## src/rtl/tdm8_pkg.sv

```systemverilog
package tdm8_pkg;
  localparam int unsigned TDM8_SAMPLE_W = 24;
  localparam int unsigned TDM8_SLOT_W   = 32;
  localparam int unsigned TDM8_PAIRS    = 4;
  localparam int unsigned TDM8_AUX_BITS = 64;

  typedef enum logic {
    SIDE_L = 1'b0,
    SIDE_R = 1'b1
  } side_e;
endpackage

```

## src/rtl/tdm8_timebase.sv

```systemverilog
module tdm8_timebase #(
  parameter int unsigned CNT_W   = 9,
  parameter int unsigned AUX_LOG = 3
) (
  input  logic             clk,
  input  logic             rst_n,
  output logic [CNT_W-1:0] cnt,
  output logic [CNT_W-1:0] cnt_nx,
  output logic             tdm_bclk,
  output logic             tdm_fsync,
  output logic             aux_bclk,
  output logic             aux_lrclk,
  output logic             tx_step,
  output logic             rx_step,
  output logic             aux_smp,
  output logic             swap
);
  localparam logic [AUX_LOG-1:0] AUX_SMP_PH = AUX_LOG'((1 << (AUX_LOG - 1)) - 1);

  logic cnt_q;
  logic [CNT_W-1:0] cnt_r;
  logic fsync_q, fsync_nx;

  assign cnt_q    = 1'b1;
  assign cnt_nx   = cnt_r + 1'b1;
  assign fsync_nx = &cnt_nx[CNT_W-1:1];

  always_ff @(posedge clk or negedge rst_n) begin
    if (!rst_n) begin
      cnt_r   <= '0;
      fsync_q <= 1'b0;
    end else if (cnt_q) begin
      cnt_r   <= cnt_nx;
      fsync_q <= fsync_nx;
    end
  end

  assign cnt       = cnt_r;
  assign tdm_fsync = fsync_q;
  assign tdm_bclk  = ~cnt_r[0];
  assign aux_bclk  = cnt_r[AUX_LOG-1];
  assign aux_lrclk = cnt_r[CNT_W-1];
  assign tx_step   = cnt_r[0];
  assign rx_step   = ~cnt_r[0];
  assign aux_smp   = (cnt_r[AUX_LOG-1:0] == AUX_SMP_PH);
  assign swap      = fsync_nx & ~fsync_q;
endmodule

```

## src/rtl/tdm8_aux_rx.sv

```systemverilog
module tdm8_aux_rx
  import tdm8_pkg::*;
#(
  parameter int unsigned W  = 24,
  parameter int unsigned HW = 5
) (
  input  logic          clk,
  input  logic          rst_n,
  input  logic          smp,
  input  logic [HW-1:0] hpos,
  input  logic          lr,
  input  logic          sd,
  output logic [W-1:0]  word_l,
  output logic [W-1:0]  word_r
);
  localparam logic [HW-1:0] H_LAST = HW'(W);

  side_e        side;
  logic         take;
  logic [W-1:0] sh_q, sh_nx, l_q, l_nx, r_q, r_nx;

  assign side = side_e'(lr);
  assign take = smp && (hpos != '0) && (hpos <= H_LAST);

  always_comb begin
    sh_nx = sh_q;
    l_nx  = l_q;
    r_nx  = r_q;
    if (take) begin
      sh_nx = {sh_q[W-2:0], sd};
      if (hpos == H_LAST) begin
        if (side == SIDE_L) l_nx = sh_nx;
        else                r_nx = sh_nx;
      end
    end
  end

  always_ff @(posedge clk or negedge rst_n) begin
    if (!rst_n) begin
      sh_q <= '0;
      l_q  <= '0;
      r_q  <= '0;
    end else begin
      sh_q <= sh_nx;
      l_q  <= l_nx;
      r_q  <= r_nx;
    end
  end

  assign word_l = l_q;
  assign word_r = r_q;
endmodule

```

## src/rtl/tdm8_play_rx.sv

```systemverilog
module tdm8_play_rx #(
  parameter int unsigned W        = 24,
  parameter int unsigned PAIRS    = 4,
  parameter int unsigned SLOT_LOG = 5,
  parameter int unsigned BP_W     = 8
) (
  input  logic               clk,
  input  logic               rst_n,
  input  logic               rx_step,
  input  logic               swap,
  input  logic [BP_W-1:0]    bitpos,
  input  logic               din,
  output logic [PAIRS*W-1:0] play_l,
  output logic [PAIRS*W-1:0] play_r
);
  localparam int unsigned SLOTS = 2 * PAIRS;
  localparam int unsigned IDX_W = BP_W - SLOT_LOG;
  localparam logic [SLOT_LOG:0]   K_END  = (SLOT_LOG+1)'(W);
  localparam logic [SLOT_LOG-1:0] K_LAST = SLOT_LOG'(W - 1);

  logic [SLOT_LOG-1:0]       k;
  logic [IDX_W-1:0]          s;
  logic [W-1:0]              sh_q, sh_nx;
  logic [SLOTS-1:0][W-1:0]   coll_q, coll_nx, out_q, out_nx;

  assign k = bitpos[SLOT_LOG-1:0];
  assign s = bitpos[BP_W-1:SLOT_LOG];

  always_comb begin
    sh_nx   = sh_q;
    coll_nx = coll_q;
    if (rx_step && ({1'b0, k} < K_END)) begin
      sh_nx = {sh_q[W-2:0], din};
      if (k == K_LAST) coll_nx[s] = sh_nx;
    end
    out_nx = swap ? coll_q : out_q;
  end

  always_ff @(posedge clk or negedge rst_n) begin
    if (!rst_n) begin
      sh_q   <= '0;
      coll_q <= '0;
      out_q  <= '0;
    end else begin
      sh_q   <= sh_nx;
      coll_q <= coll_nx;
      out_q  <= out_nx;
    end
  end

  assign play_l = out_q[PAIRS-1:0];
  assign play_r = out_q[SLOTS-1:PAIRS];
endmodule

```

## src/rtl/tdm8_cap_tx.sv

```systemverilog
module tdm8_cap_tx #(
  parameter int unsigned W        = 24,
  parameter int unsigned PAIRS    = 4,
  parameter int unsigned SLOT_LOG = 5,
  parameter int unsigned BP_W     = 8
) (
  input  logic                   clk,
  input  logic                   rst_n,
  input  logic                   tx_step,
  input  logic                   swap,
  input  logic [BP_W-1:0]        bitpos_nx,
  input  logic [W-1:0]           int_l,
  input  logic [W-1:0]           int_r,
  input  logic [(PAIRS-1)*W-1:0] aux_l,
  input  logic [(PAIRS-1)*W-1:0] aux_r,
  output logic                   dout
);
  localparam int unsigned SLOTS = 2 * PAIRS;
  localparam int unsigned IDX_W = BP_W - SLOT_LOG;
  localparam logic [SLOT_LOG:0]   K_END = (SLOT_LOG+1)'(W);
  localparam logic [SLOT_LOG-1:0] K_MSB = SLOT_LOG'(W - 1);

  logic [SLOT_LOG-1:0]     k, bit_sel;
  logic [IDX_W-1:0]        s;
  logic [SLOTS-1:0][W-1:0] hold_q, hold_nx;
  logic                    dout_q, dout_nx;

  assign k       = bitpos_nx[SLOT_LOG-1:0];
  assign s       = bitpos_nx[BP_W-1:SLOT_LOG];
  assign bit_sel = K_MSB - k;

  always_comb begin
    hold_nx = hold_q;
    if (swap) begin
      hold_nx[0]     = int_l;
      hold_nx[PAIRS] = int_r;
      for (int p = 1; p < PAIRS; p++) begin
        hold_nx[p]         = aux_l[(p-1)*W +: W];
        hold_nx[PAIRS + p] = aux_r[(p-1)*W +: W];
      end
    end
    dout_nx = dout_q;
    if (tx_step) dout_nx = ({1'b0, k} < K_END) ? hold_q[s][bit_sel] : 1'b0;
  end

  always_ff @(posedge clk or negedge rst_n) begin
    if (!rst_n) begin
      hold_q <= '0;
      dout_q <= 1'b0;
    end else begin
      hold_q <= hold_nx;
      dout_q <= dout_nx;
    end
  end

  assign dout = dout_q;
endmodule

```

## src/rtl/tdm8_framer.sv

```systemverilog
module tdm8_framer
  import tdm8_pkg::*;
#(
  parameter int unsigned SAMPLE_W = TDM8_SAMPLE_W,
  parameter int unsigned SLOT_W   = TDM8_SLOT_W,
  parameter int unsigned PAIRS    = TDM8_PAIRS,
  parameter int unsigned AUX_BITS = TDM8_AUX_BITS
) (
  input  logic                        clk,
  input  logic                        rst_n,
  output logic                        tdm_bclk,
  output logic                        tdm_fsync,
  input  logic                        tdm_din,
  output logic                        tdm_dout,
  output logic                        aux_bclk,
  output logic                        aux_lrclk,
  input  logic [PAIRS-2:0]            aux_sd,
  input  logic [SAMPLE_W-1:0]         cap_int_l,
  input  logic [SAMPLE_W-1:0]         cap_int_r,
  output logic [PAIRS*SAMPLE_W-1:0]   play_l,
  output logic [PAIRS*SAMPLE_W-1:0]   play_r
);
  localparam int unsigned SLOTS      = 2 * PAIRS;
  localparam int unsigned FRAME_BITS = SLOTS * SLOT_W;
  localparam int unsigned CNT_W      = $clog2(2 * FRAME_BITS);
  localparam int unsigned BP_W       = CNT_W - 1;
  localparam int unsigned SLOT_LOG   = $clog2(SLOT_W);
  localparam int unsigned AUX_CLK    = (2 * FRAME_BITS) / AUX_BITS;
  localparam int unsigned AUX_LOG    = $clog2(AUX_CLK);
  localparam int unsigned HW         = CNT_W - 1 - AUX_LOG;
  localparam int unsigned AUX_N      = PAIRS - 1;

  logic [1:0]       rsync_q;
  logic             core_rst_n;
  logic [CNT_W-1:0] cnt, cnt_nx;
  logic             tx_step, rx_step, aux_smp, swap;
  logic [AUX_N*SAMPLE_W-1:0] aux_l_w, aux_r_w;

  always_ff @(posedge clk or negedge rst_n) begin
    if (!rst_n) rsync_q <= 2'b00;
    else        rsync_q <= {rsync_q[0], 1'b1};
  end
  assign core_rst_n = rsync_q[1];

  tdm8_timebase #(.CNT_W(CNT_W), .AUX_LOG(AUX_LOG)) tb_i (
    .clk(clk), .rst_n(core_rst_n), .cnt(cnt), .cnt_nx(cnt_nx),
    .tdm_bclk(tdm_bclk), .tdm_fsync(tdm_fsync), .aux_bclk(aux_bclk),
    .aux_lrclk(aux_lrclk), .tx_step(tx_step), .rx_step(rx_step),
    .aux_smp(aux_smp), .swap(swap)
  );

  for (genvar g = 0; g < AUX_N; g++) begin : g_aux
    tdm8_aux_rx #(.W(SAMPLE_W), .HW(HW)) aux_i (
      .clk(clk), .rst_n(core_rst_n), .smp(aux_smp),
      .hpos(cnt[CNT_W-2:AUX_LOG]), .lr(cnt[CNT_W-1]), .sd(aux_sd[g]),
      .word_l(aux_l_w[g*SAMPLE_W +: SAMPLE_W]),
      .word_r(aux_r_w[g*SAMPLE_W +: SAMPLE_W])
    );
  end

  tdm8_play_rx #(.W(SAMPLE_W), .PAIRS(PAIRS), .SLOT_LOG(SLOT_LOG), .BP_W(BP_W)) prx_i (
    .clk(clk), .rst_n(core_rst_n), .rx_step(rx_step), .swap(swap),
    .bitpos(cnt[CNT_W-1:1]), .din(tdm_din), .play_l(play_l), .play_r(play_r)
  );

  tdm8_cap_tx #(.W(SAMPLE_W), .PAIRS(PAIRS), .SLOT_LOG(SLOT_LOG), .BP_W(BP_W)) ctx_i (
    .clk(clk), .rst_n(core_rst_n), .tx_step(tx_step), .swap(swap),
    .bitpos_nx(cnt_nx[CNT_W-1:1]), .int_l(cap_int_l), .int_r(cap_int_r),
    .aux_l(aux_l_w), .aux_r(aux_r_w), .dout(tdm_dout)
  );
endmodule

```

## config.mk

```make
export PLATFORM = sky130hd
export DESIGN_NAME = tdm8_framer
export DESIGN_NICKNAME = d
export VERILOG_FILES = /design/src/rtl/tdm8_pkg.sv /design/src/rtl/tdm8_timebase.sv /design/src/rtl/tdm8_aux_rx.sv /design/src/rtl/tdm8_play_rx.sv /design/src/rtl/tdm8_cap_tx.sv /design/src/rtl/tdm8_framer.sv
export SDC_FILE = /design/constraint.sdc
export NUM_CORES = 1
export LEC_CHECK = 0
export BUFFER_PORTS_ARGS = -buffer_cell sky130_fd_sc_hd__buf_2
export CAP_MARGIN = 20
export CORE_ASPECT_RATIO = 0.9
export CORE_MARGIN = 4
export CORE_UTILIZATION = 45
export CTS_CLUSTER_SIZE = 28
export DETAILED_ROUTE_END_ITERATION = 7
export GPL_TIMING_DRIVEN = 0
export PLACE_DENSITY = 0.65
export SETUP_SLACK_MARGIN = 0.05
export SYNTH_ARGS = -nofsm -noshare
export SYNTH_HDL_FRONTEND = slang
export SYNTH_SLANG_ARGS = --single-unit
```

## constraint.sdc

```tcl
create_clock -name clk -period 44.7 [get_ports clk]
set_clock_uncertainty 0.1 [all_clocks]
set_input_delay 4.47 -clock clk [delete_from_list [all_inputs] [get_ports clk]]
set_output_delay 4.47 -clock clk [all_outputs]
set_load 0.03 [all_outputs]
```

# == Word level (Yosys, flattened, before mapping) ==
# Cells that the tools add are included.
# word_totals
register_bits,825
out_inout_bits,197
input_bits,54
elab_cells,71
# op_classes
order_cmp,7
reduce_logical,9
eq_ne,3
n_bitwise,4
n_addsub,2
mux,8
# ops
operator,count
$bwmux 192,1
$bmux 24 s3,1
$demux 24 s3,1
$mux 24,2
$eq 5x5->1 const B,2
$lt 5x5->1 const B,2
$add 9x1->9 const B,1
$lt 3x4->1 const B,2
$reduce_and 8->1,1
$lt 5x6->1 const B,1
$reduce_and 3->1,2
$bmux 1 s5,1
$le 5x5->1 const B,1
$reduce_bool 5->1,1
$sub 5x5->5 const A,1
$logic_and 1x1->1,4
$eq 3x2->1 const B,1
$ge 3x1->1 const B,1
$not 1->1,3
$mux 1,2
$reduce_and 2->1,1
$and 1x1->1,1

# == Logic depth before layout (Yosys ltp) ==
# logic_depth
word_depth,6
mapped_depth,15
depth_no_buf,11

# == Cells and area by module ==
# Synthesis repeated with hierarchy kept, for this count alone.
# unflattened
cells_unflattened,2187
area_unflattened_um2,34346.7
# by_module_without_submodules
module,seq_area_each_um2,cells_per_inst,area_per_inst_um2,instances
tdm8_play_rx,10184.8,869,15217.1,1
tdm8_aux_rx,1776.7,243,3283.1,3
tdm8_cap_tx,4829.6,538,8717.1,1
tdm8_timebase,250.2,48,509.2,1
tdm8_framer,50.0,3,53.8,1

# == Least setup slack after synthesis ==
# Ideal clock, no wire load.
# synth_path
kind,reg-to-output
startpoint,register tb_i.cnt_r[0] (netlist: tb_i.cnt[0])
endpoint,output tdm_bclk
t_arrival_ns,0.649
path_stages_with_launch,2
path_slack_ns,39.481
cell_sequence,dfrtp_1 inv_1
# synth_via
elab_chain_cells,1
# synth_lines
item,line_no,source
start: declaration,tdm8_timebase.sv:21,logic [CNT_W-1:0] cnt_r;
start signal: assignment,tdm8_timebase.sv:33,cnt_r <= cnt_nx;
$not 1->1,tdm8_timebase.sv:40,assign tdm_bclk = ~cnt_r[0];
end: declaration,tdm8_framer.sv:11,"output logic tdm_bclk,"
# Every way passes these cells.

# == Final worst setup path ==
# Ends and elaborated chain as after synthesis.

==> impl_metrics.yaml <==
placement:
  port-buffer-count: 250
  gp_congestion: 0.9109
  placed_area_sq_mm: 0.03534
  hpwlAfterDp_um: 56580
detailed_routing:
  drc: 0
  vias: 18600
  wl_um: 80270
  wl_per_cell_um: 23.40
  drtIter0Drc: 1076
  first_pass_iters: 5
  vias_per_cell: 5.422
  ant_nets: 0
hold_path:
  min_to: "rsync_q[1]"
  hold_path.class: "reg2reg"
  min_from: "rsync_q[0]"
  hold_path_depth: 0
cells_and_area:
  layout_common_cells: "dfrtp_1 (824), mux2_2 (812), buf_2 (298)"
  mostFrequentLayoutCell: "dfrtp_1"
  regArea_sq_mm: 0.02065
  finalNetCount: 2466
  multiInputGateArea_sq_mm: 0.01130
  fillers: 5878
  design_area_sq_mm: 0.03820
  area_delta_synth_final_pct: 17.29
  drive_above_1_share: 0.5272
outcome:
  status: "finished clean"
logic_synthesis:
  avgSynthCellArea_sq_um: 15.81
  netlist_area_sq_mm: 0.03257
  ys_ff_latch: 825
  syn_inst: 2060
  synth.distinct_cells: 65
  seq_area_frac_synth: 0.6339
  async_reset_ff_frac: 1.000
  synth_edf_count: 0
  synth-main-ff-cell: "dfrtp_1"
  syn_nets: 2117
  yosysWarnings: 0
worst_setup_path:
  r2r_start: "tb_i.cnt[0]"
  ff2ff_path_depth: 10
  r2r-end: "ctx_i.hold_q[60]"
  worstSetupStartpointType: "register"
  crit_required_ns: 40.13
  crit_type: "reg2out"
  cp.arrival_ns: 1.63
  worst_setup_path_end_kind: "output port"
  r2r_slack_ns: 40.25
  cp_max_fo: 5
timing:
  relSlewSlack: 0.2865
  worst_pin_slew_ns: 1.062
  slew_viol_final: 0
  grt_setup_unrepaired: "false"
  final.setup.tns_ns: 0
  finalSetupViolCount: 0
  hold_violations: 0
  fin_crit_sh: 0.1387
  period_minus_slack_ns: 6.201
  fmaxAchievable_mhz: 161.3
floorplan:
  initial_core_util: 0.4544
  die_area_sq_mm: 0.07675
  core_area_sq_mm: 0.07168
  num_rows: 93
  pin_count: 251
  die_h_um: 263.2
  die_w_um: 291.6
pwr:
  power_density_mw_per_mm2: 38.97
  cellLeakagePower_nw: 19.50
  pwr-share-clk: 0.475
  share_comb_of_total_power: 0.018
  switching_share: 0.2124
  p_int_w: 0.001173
  p_switching_w: 0.0003161
  seq_power_share: 0.506
  ir_drop_mv: 0.02625
  power_w: 0.001489
grt:
  grt_usage: 0.2074
  antenna_found_initial: 3
  grt_start_max_net_pins: 77
  grt_pass1_vias: 19550
  grt_pass1_wl_um: 122700
  grt_overflow: 0
clock_network:
  cts-resized-gates: 0
  hold_buffers: 0
  postCtsSetupBuffers: 0
  clk_path_buf_depth: 3
  cts_tree: "done"
  clk_pin_slew_ns: 0.06
  h-tree-depth: 3
  cts.sinks: 825
  root_buffer: "clkbuf_16"
  clk_latency_ns: 0.63
  cts_buffers: 84
run:
  drv_cap: 0
cells in the mapped netlist, types with 4 or more instances:
cell type / n / share of area
nand4_1: 11 / 0.0021
a2111oi_0: 13 / 0.0035
o21ai_0: 12 / 0.0018
inv_1: 6 / 0.00069
nand2b_1: 5 / 0.00096
a211oi_1: 6 / 0.0014
nor4b_1: 4 / 0.0011
a21oi_1: 4 / 0.00061
mux4_2: 25 / 0.017
mux2_2: 812 / 0.28
and3_1: 18 / 0.0035
nand3_1: 35 / 0.0054
buf_1: 26 / 0.0030
mux2i_1: 8 / 0.0025
buf_2: 48 / 0.0074
a31oi_1: 6 / 0.0012
dfrtp_1: 825 / 0.63
clkbuf_1: 56 / 0.0065
nor2_1: 14 / 0.0016
nor3_1: 8 / 0.0012
nand2_1: 45 / 0.0052
how the worst max path moves through the flow:
stage	from	end	slack [ns]
final	tb_i.cnt[0]	tdm_bclk	38.50
after global routing	tb_i.cnt[0]	tdm_bclk	38.44
after CTS	tb_i.cnt[0]	tdm_bclk	38.50
after detailed placement	tb_i.cnt[0]	tdm_bclk	39.19
after global placement	rsync_q[1]	g_aux[0].aux_i.word_l[19]	12.49
after floorplan	rsync_q[1]	ctx_i.dout	19.90
metal layers:
layer  global-route usage  up-vias  routed length (um)
met5                    0        -                  24
met4              0.05106        4                1718
met2               0.3373      454               38580
met3              0.04572      113                4641
li1                     -     8142                   -
met1               0.2862     9891               35300
cell families (layout without fill, tap and decap cells):
logic type / count (synthesis) / count (layout) / share of synthesized area
AOI/OAI and AO/OA: 77 / 77 / 0.01833
xor gates and xnor gates: 3 / 3 / 0.0008069
adders and majority gates: 3 / 3 / 0.001153
buffers and inverters: 145 / 564 / 0.01917
DFF: 825 / 825 / 0.6339
muxes: 845 / 845 / 0.3005
other: 1 / 3 / 0.0001151
and+or+nand+nor: 161 / 161 / 0.02605
through the flow:
| stage | cells | worst slack, ns | util | hold slack, ns |
|---|---|---|---|---|
| floorplan | 2060 | 19.90 | - | 0.2312 |
| global placement | 3260 | 12.49 | 0.4884 | 0.2371 |
| detailed placement | 3272 | 39.19 | 0.4930 | 0.2397 |
| CTS | 3428 | 38.50 | 0.5328 | 0.2534 |
| global route | 3429 | 38.44 | 0.5329 | 0.2801 |
| finish | 3431 | 38.50 | 0.5329 | 0.2510 |
flip-flops by register name, summed over array words and instances (netlist names):
register,flops
ctx_i.hold_q,192
prx_i.coll_q,192
prx_i.play_l,96
prx_i.play_r,96
g_aux.aux_i.word_l,72
g_aux.aux_i.word_r,72
g_aux.aux_i.sh_q,69
prx_i.sh_q,23
tb_i.cnt,9
rsync_q,2
ctx_i.dout,1
tb_i.tdm_fsync,1
power by group through the flow:
stage	clock, W	sequential, W	combinational, W
2_1_floorplan	0	0.000777	0.00000522
3_3_place_gp	0	0.000781	0.0000109
3_5_place_dp	0	0.000768	0.0000283
4_1_cts	0.000725	0.000754	0.0000284
5_1_grt	0.000755	0.000754	0.0000311
6_report	0.000707	0.000754	0.0000273
layout make-up:
cell class,instances,share of cell area
diodes,2,0.0001310
plain buffers,135,0.01536
clock buffers,125,0.06564
clock inverters,31,0.009040
inverters,10,0.0009826
multi-input cells,1090,0.2958
flip-flops and latches,825,0.5405
well taps,950,0.03112
repair buffers,263,0.04140
critical path: stages (launching register included):
cell and delay (ns):
dfrtp_1 0.42, inv_1 0.30, buf_2 0.28
No activity file was read; power rests on OpenSTA's default activity.
